==> src/rtl/dqm_pkg.sv <==
package dqm_pkg;

    // Which bank a queue index belongs to
    typedef enum logic {
        BANK_BAL = 1'b0,
        BANK_FWD = 1'b1
    } bank_e;

    // Advance a pointer by one with wrap at n
    function automatic int unsigned wrap_inc(input int unsigned v, input int unsigned n);
        return (v + 1 >= n) ? 0 : v + 1;
    endfunction

endpackage

==> src/rtl/dqm_rr_spreader.sv <==
module dqm_rr_spreader #(
    parameter int unsigned N = 4,
    localparam int unsigned PW = $clog2(N)
) (
    input  logic          clk,
    input  logic          rst_n,
    input  logic [PW-1:0] dest_i,
    input  logic          acc_i,
    output logic [PW-1:0] sel_o
);

    typedef struct packed {
        logic [N-1:0][PW-1:0] ptr;
    } rr_st_t;

    rr_st_t s_d, s_q;

    assign sel_o = s_q.ptr[dest_i];

    always_comb begin
        s_d = s_q;
        if (acc_i) begin
            s_d.ptr[dest_i] = PW'(dqm_pkg::wrap_inc(32'(s_q.ptr[dest_i]), N));
        end
    end

    always_ff @(posedge clk) begin
        if (!rst_n) s_q <= '0;
        else        s_q <= s_d;
    end

    AST_RR_MOVES: assert property (@(posedge clk) disable iff (!rst_n)
        acc_i |=> s_q.ptr[$past(dest_i)] != $past(sel_o));

endmodule

==> src/rtl/dqm_slot_pool.sv <==
module dqm_slot_pool #(
    parameter int unsigned DEPTH = 16,
    localparam int unsigned SW = $clog2(DEPTH)
) (
    input  logic          clk,
    input  logic          rst_n,
    input  logic          req_dfl_i,
    input  logic          req_loc_i,
    input  logic          rel_a_v_i,
    input  logic [SW-1:0] rel_a_slot_i,
    input  logic          rel_b_v_i,
    input  logic [SW-1:0] rel_b_slot_i,
    output logic          gnt_dfl_o,
    output logic [SW-1:0] slot_dfl_o,
    output logic          gnt_loc_o,
    output logic [SW-1:0] slot_loc_o
);

    typedef struct packed {
        logic [DEPTH-1:0] free;
    } pool_st_t;

    pool_st_t s_d, s_q;

    logic [SW-1:0] lo_idx, hi_idx;
    logic          have_one, have_two;

    // Lowest and highest free slot
    always_comb begin
        lo_idx = '0;
        hi_idx = '0;
        for (int i = DEPTH - 1; i >= 0; i--) begin
            if (s_q.free[i]) lo_idx = SW'(i);
        end
        for (int i = 0; i < DEPTH; i++) begin
            if (s_q.free[i]) hi_idx = SW'(i);
        end
    end

    assign have_one   = |s_q.free;
    assign have_two   = have_one && (lo_idx != hi_idx);
    assign gnt_dfl_o  = req_dfl_i && have_one;
    assign slot_dfl_o = lo_idx;
    assign gnt_loc_o  = req_loc_i && (req_dfl_i ? have_two : have_one);
    assign slot_loc_o = req_dfl_i ? hi_idx : lo_idx;

    always_comb begin
        s_d = s_q;
        if (gnt_dfl_o) s_d.free[slot_dfl_o]   = 1'b0;
        if (gnt_loc_o) s_d.free[slot_loc_o]   = 1'b0;
        if (rel_a_v_i) s_d.free[rel_a_slot_i] = 1'b1;
        if (rel_b_v_i) s_d.free[rel_b_slot_i] = 1'b1;
    end

    always_ff @(posedge clk) begin
        if (!rst_n) s_q.free <= '1;
        else        s_q      <= s_d;
    end

    AST_GRANT_FREE: assert property (@(posedge clk) disable iff (!rst_n)
        gnt_loc_o |-> s_q.free[slot_loc_o]);
    AST_FULL_DROP: assert property (@(posedge clk) disable iff (!rst_n)
        (s_q.free == '0) |-> (!gnt_dfl_o && !gnt_loc_o));
    AST_DFL_FIRST: assert property (@(posedge clk) disable iff (!rst_n)
        (req_dfl_i && req_loc_i && $countones(s_q.free) == 1) |-> (gnt_dfl_o && !gnt_loc_o));
    AST_REL_IN_USE: assert property (@(posedge clk) disable iff (!rst_n)
        rel_a_v_i |-> !s_q.free[rel_a_slot_i]);

endmodule

==> src/rtl/dqm_queue_ctrl.sv <==
module dqm_queue_ctrl #(
    parameter int unsigned N     = 4,
    parameter int unsigned DEPTH = 16,
    localparam int unsigned PW = $clog2(N),
    localparam int unsigned SW = $clog2(DEPTH),
    localparam int unsigned CW = $clog2(DEPTH + 1),
    localparam int unsigned Q  = 2 * N,
    localparam int unsigned QW = $clog2(Q)
) (
    input  logic          clk,
    input  logic          rst_n,
    input  logic          enq_bal_v_i,
    input  logic [PW-1:0] enq_bal_q_i,
    input  logic [SW-1:0] enq_bal_slot_i,
    input  logic          enq_fwd_v_i,
    input  logic [PW-1:0] enq_fwd_q_i,
    input  logic [SW-1:0] enq_fwd_slot_i,
    input  logic [PW-1:0] peer_i,
    input  logic          bal_rd_i,
    input  logic          fwd_rd_i,
    output logic [SW-1:0] bal_head_o,
    output logic [SW-1:0] fwd_head_o,
    output logic [CW-1:0] bal_cnt_o,
    output logic [CW-1:0] fwd_cnt_o,
    output logic          rel_bal_v_o,
    output logic [SW-1:0] rel_bal_slot_o,
    output logic          rel_fwd_v_o,
    output logic [SW-1:0] rel_fwd_slot_o
);

    typedef struct packed {
        logic [Q-1:0][SW-1:0]     head;
        logic [Q-1:0][SW-1:0]     tail;
        logic [Q-1:0][CW-1:0]     cnt;
        logic [DEPTH-1:0][SW-1:0] link;
    } qc_st_t;

    qc_st_t s_d, s_q;

    logic [Q-1:0]         enq_v;
    logic [Q-1:0]         deq_v;
    logic [Q-1:0][SW-1:0] enq_slot;
    logic [QW-1:0]        bal_idx, fwd_idx;
    int unsigned          occ_sum;

    // Per-queue request decode; the bank is picked by queue index
    for (genvar q = 0; q < Q; q++) begin : g_dec
        localparam dqm_pkg::bank_e BK = (q < N) ? dqm_pkg::BANK_BAL : dqm_pkg::BANK_FWD;
        localparam int unsigned IDX = (q < N) ? q : q - N;
        if (BK == dqm_pkg::BANK_BAL) begin : g_bal
            assign enq_v[q]    = enq_bal_v_i && (enq_bal_q_i == PW'(IDX));
            assign enq_slot[q] = enq_bal_slot_i;
            assign deq_v[q]    = bal_rd_i && (peer_i == PW'(IDX));
        end else begin : g_fwd
            assign enq_v[q]    = enq_fwd_v_i && (enq_fwd_q_i == PW'(IDX));
            assign enq_slot[q] = enq_fwd_slot_i;
            assign deq_v[q]    = fwd_rd_i && (peer_i == PW'(IDX));
        end
    end

    assign bal_idx = QW'(peer_i);
    assign fwd_idx = QW'(N) + QW'(peer_i);

    always_comb begin
        s_d = s_q;
        for (int q = 0; q < Q; q++) begin
            if (enq_v[q] && deq_v[q] && s_q.cnt[q] != '0) begin
                if (s_q.cnt[q] == CW'(1)) begin
                    s_d.head[q] = enq_slot[q];
                end else begin
                    s_d.link[s_q.tail[q]] = enq_slot[q];
                    s_d.head[q]           = s_q.link[s_q.head[q]];
                end
                s_d.tail[q] = enq_slot[q];
            end else if (enq_v[q]) begin
                if (s_q.cnt[q] == '0) s_d.head[q] = enq_slot[q];
                else                  s_d.link[s_q.tail[q]] = enq_slot[q];
                s_d.tail[q] = enq_slot[q];
                s_d.cnt[q]  = s_q.cnt[q] + 1'b1;
            end else if (deq_v[q] && s_q.cnt[q] != '0) begin
                s_d.head[q] = s_q.link[s_q.head[q]];
                s_d.cnt[q]  = s_q.cnt[q] - 1'b1;
            end
        end
    end

    always_ff @(posedge clk) begin
        if (!rst_n) s_q <= '0;
        else        s_q <= s_d;
    end

    assign bal_head_o     = s_q.head[bal_idx];
    assign fwd_head_o     = s_q.head[fwd_idx];
    assign bal_cnt_o      = s_q.cnt[bal_idx];
    assign fwd_cnt_o      = s_q.cnt[fwd_idx];
    assign rel_bal_v_o    = bal_rd_i && (s_q.cnt[bal_idx] != '0);
    assign rel_bal_slot_o = s_q.head[bal_idx];
    assign rel_fwd_v_o    = fwd_rd_i && (s_q.cnt[fwd_idx] != '0);
    assign rel_fwd_slot_o = s_q.head[fwd_idx];

    always_comb begin
        occ_sum = 0;
        for (int q = 0; q < Q; q++) occ_sum += 32'(s_q.cnt[q]);
    end

    AST_OCC_BOUND: assert property (@(posedge clk) disable iff (!rst_n)
        occ_sum <= DEPTH);
    AST_EMPTY_READ: assert property (@(posedge clk) disable iff (!rst_n)
        (fwd_rd_i && fwd_cnt_o == '0 && !enq_fwd_v_i) |=> (s_q.cnt[$past(fwd_idx)] == '0));
    AST_PAIR_HOLDS: assert property (@(posedge clk) disable iff (!rst_n)
        (enq_bal_v_i && bal_rd_i && enq_bal_q_i == peer_i && bal_cnt_o != '0)
        |=> (s_q.cnt[$past(bal_idx)] == $past(bal_cnt_o)));

endmodule

==> src/rtl/defl_queue_mgr.sv <==
module defl_queue_mgr #(
    parameter int unsigned N      = 4,
    parameter int unsigned DEPTH  = 16,
    parameter int unsigned DW     = 32,
    parameter int unsigned DROP_W = 16,
    localparam int unsigned PW = $clog2(N),
    localparam int unsigned SW = $clog2(DEPTH),
    localparam int unsigned CW = $clog2(DEPTH + 1)
) (
    input  logic              clk,
    input  logic              rst_n,
    input  logic              loc_valid,
    input  logic [PW-1:0]     loc_dest,
    input  logic [DW-1:0]     loc_data,
    input  logic              dfl_valid,
    input  logic [PW-1:0]     dfl_dest,
    input  logic [DW-1:0]     dfl_data,
    input  logic [PW-1:0]     peer,
    input  logic              bal_rd,
    input  logic              fwd_rd,
    output logic              bal_valid,
    output logic [DW-1:0]     bal_data,
    output logic [PW-1:0]     bal_dest,
    output logic [CW-1:0]     bal_level,
    output logic              fwd_valid,
    output logic [DW-1:0]     fwd_data,
    output logic [PW-1:0]     fwd_dest,
    output logic [CW-1:0]     fwd_level,
    output logic [DROP_W-1:0] drop_count
);

    typedef struct packed {
        logic [DROP_W-1:0] drops;
    } top_st_t;

    top_st_t s_d, s_q;

    logic          gnt_dfl, gnt_loc;
    logic [SW-1:0] slot_dfl, slot_loc;
    logic [PW-1:0] rr_sel;
    logic [SW-1:0] bal_head, fwd_head;
    logic          rel_bal_v, rel_fwd_v;
    logic [SW-1:0] rel_bal_slot, rel_fwd_slot;

    logic [DW-1:0] mem_data [DEPTH];
    logic [PW-1:0] mem_dest [DEPTH];

    dqm_rr_spreader #(.N(N)) i_rr (
        .clk    (clk),
        .rst_n  (rst_n),
        .dest_i (loc_dest),
        .acc_i  (gnt_loc),
        .sel_o  (rr_sel)
    );

    dqm_slot_pool #(.DEPTH(DEPTH)) i_pool (
        .clk          (clk),
        .rst_n        (rst_n),
        .req_dfl_i    (dfl_valid),
        .req_loc_i    (loc_valid),
        .rel_a_v_i    (rel_bal_v),
        .rel_a_slot_i (rel_bal_slot),
        .rel_b_v_i    (rel_fwd_v),
        .rel_b_slot_i (rel_fwd_slot),
        .gnt_dfl_o    (gnt_dfl),
        .slot_dfl_o   (slot_dfl),
        .gnt_loc_o    (gnt_loc),
        .slot_loc_o   (slot_loc)
    );

    dqm_queue_ctrl #(.N(N), .DEPTH(DEPTH)) i_qc (
        .clk            (clk),
        .rst_n          (rst_n),
        .enq_bal_v_i    (gnt_loc),
        .enq_bal_q_i    (rr_sel),
        .enq_bal_slot_i (slot_loc),
        .enq_fwd_v_i    (gnt_dfl),
        .enq_fwd_q_i    (dfl_dest),
        .enq_fwd_slot_i (slot_dfl),
        .peer_i         (peer),
        .bal_rd_i       (bal_rd),
        .fwd_rd_i       (fwd_rd),
        .bal_head_o     (bal_head),
        .fwd_head_o     (fwd_head),
        .bal_cnt_o      (bal_level),
        .fwd_cnt_o      (fwd_level),
        .rel_bal_v_o    (rel_bal_v),
        .rel_bal_slot_o (rel_bal_slot),
        .rel_fwd_v_o    (rel_fwd_v),
        .rel_fwd_slot_o (rel_fwd_slot)
    );

    // Shared cell storage: two write ports, distinct slots by construction
    always_ff @(posedge clk) begin
        if (gnt_loc) begin
            mem_data[slot_loc] <= loc_data;
            mem_dest[slot_loc] <= loc_dest;
        end
        if (gnt_dfl) begin
            mem_data[slot_dfl] <= dfl_data;
            mem_dest[slot_dfl] <= dfl_dest;
        end
    end

    always_comb begin
        s_d = s_q;
        s_d.drops = s_q.drops
                  + DROP_W'(loc_valid && !gnt_loc)
                  + DROP_W'(dfl_valid && !gnt_dfl);
    end

    always_ff @(posedge clk) begin
        if (!rst_n) s_q <= '0;
        else        s_q <= s_d;
    end

    assign bal_valid  = (bal_level != '0);
    assign bal_data   = mem_data[bal_head];
    assign bal_dest   = mem_dest[bal_head];
    assign fwd_valid  = (fwd_level != '0);
    assign fwd_data   = mem_data[fwd_head];
    assign fwd_dest   = mem_dest[fwd_head];
    assign drop_count = s_q.drops;

    AST_DROP_QUIET: assert property (@(posedge clk) disable iff (!rst_n)
        (!loc_valid && !dfl_valid) |=> $stable(drop_count));
    AST_FWD_DEST: assert property (@(posedge clk) disable iff (!rst_n)
        fwd_valid |-> (fwd_dest == peer));

endmodule

==> config.mk <==
export PLATFORM = sky130hd
export DESIGN_NAME = defl_queue_mgr
export DESIGN_NICKNAME = d
export VERILOG_FILES = /design/src/rtl/dqm_pkg.sv /design/src/rtl/dqm_rr_spreader.sv /design/src/rtl/dqm_slot_pool.sv /design/src/rtl/dqm_queue_ctrl.sv /design/src/rtl/defl_queue_mgr.sv
export SDC_FILE = /design/constraint.sdc
export NUM_CORES = 2
export LEC_CHECK = 0
export CAP_MARGIN = 20
export CORE_AREA = 8 8 257 309
export CTS_CLUSTER_SIZE = 30
export DETAILED_ROUTE_END_ITERATION = 8
export DIE_AREA = 0 0 265 317
export DONT_BUFFER_PORTS = 1
export PLACE_DENSITY_LB_ADDON = 0.1
export SETUP_SLACK_MARGIN = 0.2
export SYNTH_ARGS = -nofsm -noshare
export SYNTH_HDL_FRONTEND = slang
export SYNTH_SLANG_ARGS = --single-unit
==> constraint.sdc <==
create_clock -name clk -period 6.5 [get_ports clk]
set_input_delay 1.3 -clock clk [delete_from_list [all_inputs] [get_ports clk]]
set_output_delay 1.3 -clock clk [all_outputs]
set_load 0.05 [all_outputs]
==> results_dict.tcl <==
set metrics [dict create \
    peakVddDrop_uv 200.4 \
    post_cts_buffers 0 \
    port-buffer-count 0 \
    die_w_um 265 \
    critPathLaunchType "flop" \
    dp_slack_ns 1.180 \
    maxCapViolCount 0 \
    synth_seq_cells 752 \
    setup_viol 0 \
    final_cell_mix "edfxtp_1 (544), mux2_2 (538), mux4_2 (444), nand2_1 (240), dfxtp_1 (208)" \
    fillers 5102 \
    seq_area_sq_mm 0.02050 \
    rsz0062_at_grt "false" \
    routabilityCongestion 0.9634 \
    synthCells 3623 \
    synth.area.mux_share_pct 36.49 \
    status "complete, no violations" \
    clock-root-buffer "clkbuf_16" \
    yosysTopAreaCellShare_pct 34.13 \
    numCtsBuffers 80 \
    finClkSkew_ns 0.02195 \
    synth_cell_types 91 \
    drt-pass1-iter-count 7 \
    total_power_mw 15.19 \
    viasPerCell 7.582 \
    dp_hpwl_um 97410 \
    grt_pass1_vias 35830 \
    synth-xor-area-share_pct 0.9515 \
    synth_simple_gate_area_share_pct 8.281 \
    rrSetupSlack_ns 1.39 \
    ys.flop_type "edfxtp_1" \
    synth_nets 3730 \
    p_per_area_mw_per_mm2 293.1 \
    final_common_cell "edfxtp_1" \
    seq_area_frac_synth_pct 42.83 \
    io_pins 172 \
    crit_type "reg -> out" \
    coreArea_sq_mm 0.07432 \
    drc 0 \
    fin_util_pct 69.75 \
    yosysTopAreaCell "edfxtp_1" \
    dieArea_sq_mm 0.08401 \
    period_needed_ns 5.619 \
    async_flop_share_pct 0 \
    grt_util_all_layers_pct 35.83 \
    cts_tree "built" \
    area_growth_syn_to_layout_pct 8.307 \
    post_cts_resized 0 \
    syn_avg_cell_area_sq_um 13.21 \
    clk_path_buf_depth 3 \
    routed_wl_um 151900 \
    arrival_ns 4.32 \
    ant_nets 0 \
    antenna_found_initial 1 \
    overflow 0 \
    drt_iter0_markers 3737 \
    num_rows 110 \
    holdBufCountCts 0 \
    relSlewSlack_pct 18.34 \
    cp_max_fo 45 \
    final_cells 4528 \
    die_y_um 317 \
    endpoint_kind "primary output" \
    htree_levels 3 \
    yosys_warnings 0 \
    synth_fa_ha_area_share_pct 0.8260 \
    tns_ns 0 \
    synth-edff-count 544 \
    clk_latency_ns 0.65 \
    vias 34330 \
    cp.required_ns 5.20 \
    slew_viol_final 0 \
    period_share_pct 86.45 \
    fmax_ghz 0.1780 \
    syn_area_sq_mm 0.04787 \
    synth_compound_area_share_pct 7.256 \
    diodes 0 \
    nets 3620 \
    hold_viol_final 0 \
    multi_input_area_sq_mm 0.02607 \
    numClockSinks 752 \
    synth_area_leaders "edfxtp_1 (34%), mux4_2 (21%), mux2_2 (13%), dfxtp_1 (8.7%), mux2i_1 (2.4%)" \
    path_clk_slew_ns 0.06 \
    dp_cells 4383 \
    grt_start_max_net_pins 117 \
    worst_pin_slew_ns 1.222 \
    grt_first_pass_wirelength_um 226700 \
    start_util_pct 64.40 \
    synth_top_family_by_area "multiplexers" \
    cellLeakagePower_nw 16.55 \
    drive_gt1_share_pct 37.84 \
    fin_ws_ns 0.8808 \
    hp-class "reg -> reg" \
    routedWlPerCell_um 33.54 \
]
## cells in the mapped netlist (30+ instances only)
| master | count |
|---|---|
| mux2_2 | 538 |
| and2_1 | 44 |
| o21ai_0 | 37 |
| nor2b_1 | 50 |
| nand2_1 | 241 |
| mux2i_1 | 117 |
| mux4_2 | 452 |
| nor2_1 | 179 |
| buf_2 | 70 |
| a31oi_1 | 46 |
| a21oi_1 | 87 |
| inv_1 | 40 |
| a211oi_1 | 94 |
| ha_1 | 30 |
| nand3_1 | 70 |
| edfxtp_1 | 544 |
| nand4_1 | 44 |
| buf_1 | 35 |
| nor3_1 | 39 |
| dfxtp_1 | 208 |
| o22ai_1 | 65 |
| clkbuf_1 | 228 |
## path summary, 6_finish.rpt
check,start,endpoint,cells past startpoint
worst min-delay path,i_rr.s_q[0],i_rr.s_q[0],2
worst max register to register,i_pool.s_q[5],mem_data[12][20],9
worst min register to register,i_rr.s_q[0],i_rr.s_q[0],2
worst max-delay path,i_qc.s_q[161],fwd_data[15],7
## per-stage QoR
step,hold WS (ns),instance area [sq um]
after floorplan,0.4315,47870
after global placement,0.4424,49270
after detailed placement,0.4620,49300
after CTS,0.4724,51840
after global routing,0.5005,51840
final,0.4670,51840
## sequential cells by signal, indices dropped and copies added, names as in the netlist
name        count
i_rr.s_q        8
mem_dest       32
drop_count     16
mem_data      512
i_pool.s_q     16
i_qc.s_q      168
## layout make-up
class / count / area share, %
inverters: 42 / 0.3065
multi-input cells: 2480 / 50.28
repair buffers: 157 / 2.674
clock buffers: 106 / 4.272
well taps: 952 / 2.298
clock inverters: 39 / 0.6299
flip-flops and latches: 752 / 39.54
## power breakdown
| group | switching (mW) | internal, mW | leakage (nW) |
|---|---|---|---|
| Combinational | 2.97 | 1.96 | 8.67 |
| Sequential | 0.281 | 5.43 | 6.63 |
| Clock | 2.01 | 2.53 | 1.26 |
| Total | 5.27 | 9.93 | 16.5 |
## layer usage
| metal | vias up | track usage [%] | wire length, um |
|---|---|---|---|
| li1 | 14260 | - | - |
| met1 | 17390 | 41.53 | 51140 |
| met2 | 2113 | 61.94 | 76140 |
| met3 | 578 | 5.946 | 13740 |
| met4 | 0 | 22.72 | 10830 |
| met5 | - | 0 | 0 |
## logic make-up (layout without fill, tap and decap cells)
logic type | after synthesis | after routing
buffers and inverters | 391 | 344
DFF | 752 | 752
muxes | 1112 | 1112
AOI/OAI and AO/OA | 487 | 487
adders and majority gates | 31 | 31
and+or+nand+nor | 801 | 801
xor gates and xnor gates | 49 | 49
## worst max-delay path, cell delays in order (launching register included)
cell and delay (ns):
dfxtp_1 0.91, mux4_4 1.01, buf_4 0.48, mux4_2 0.36, and2_1 0.17, a211oi_1 0.26
a31oi_1 0.14, buf_4 0.30
No activity file was read; power rests on OpenSTA's default activity.
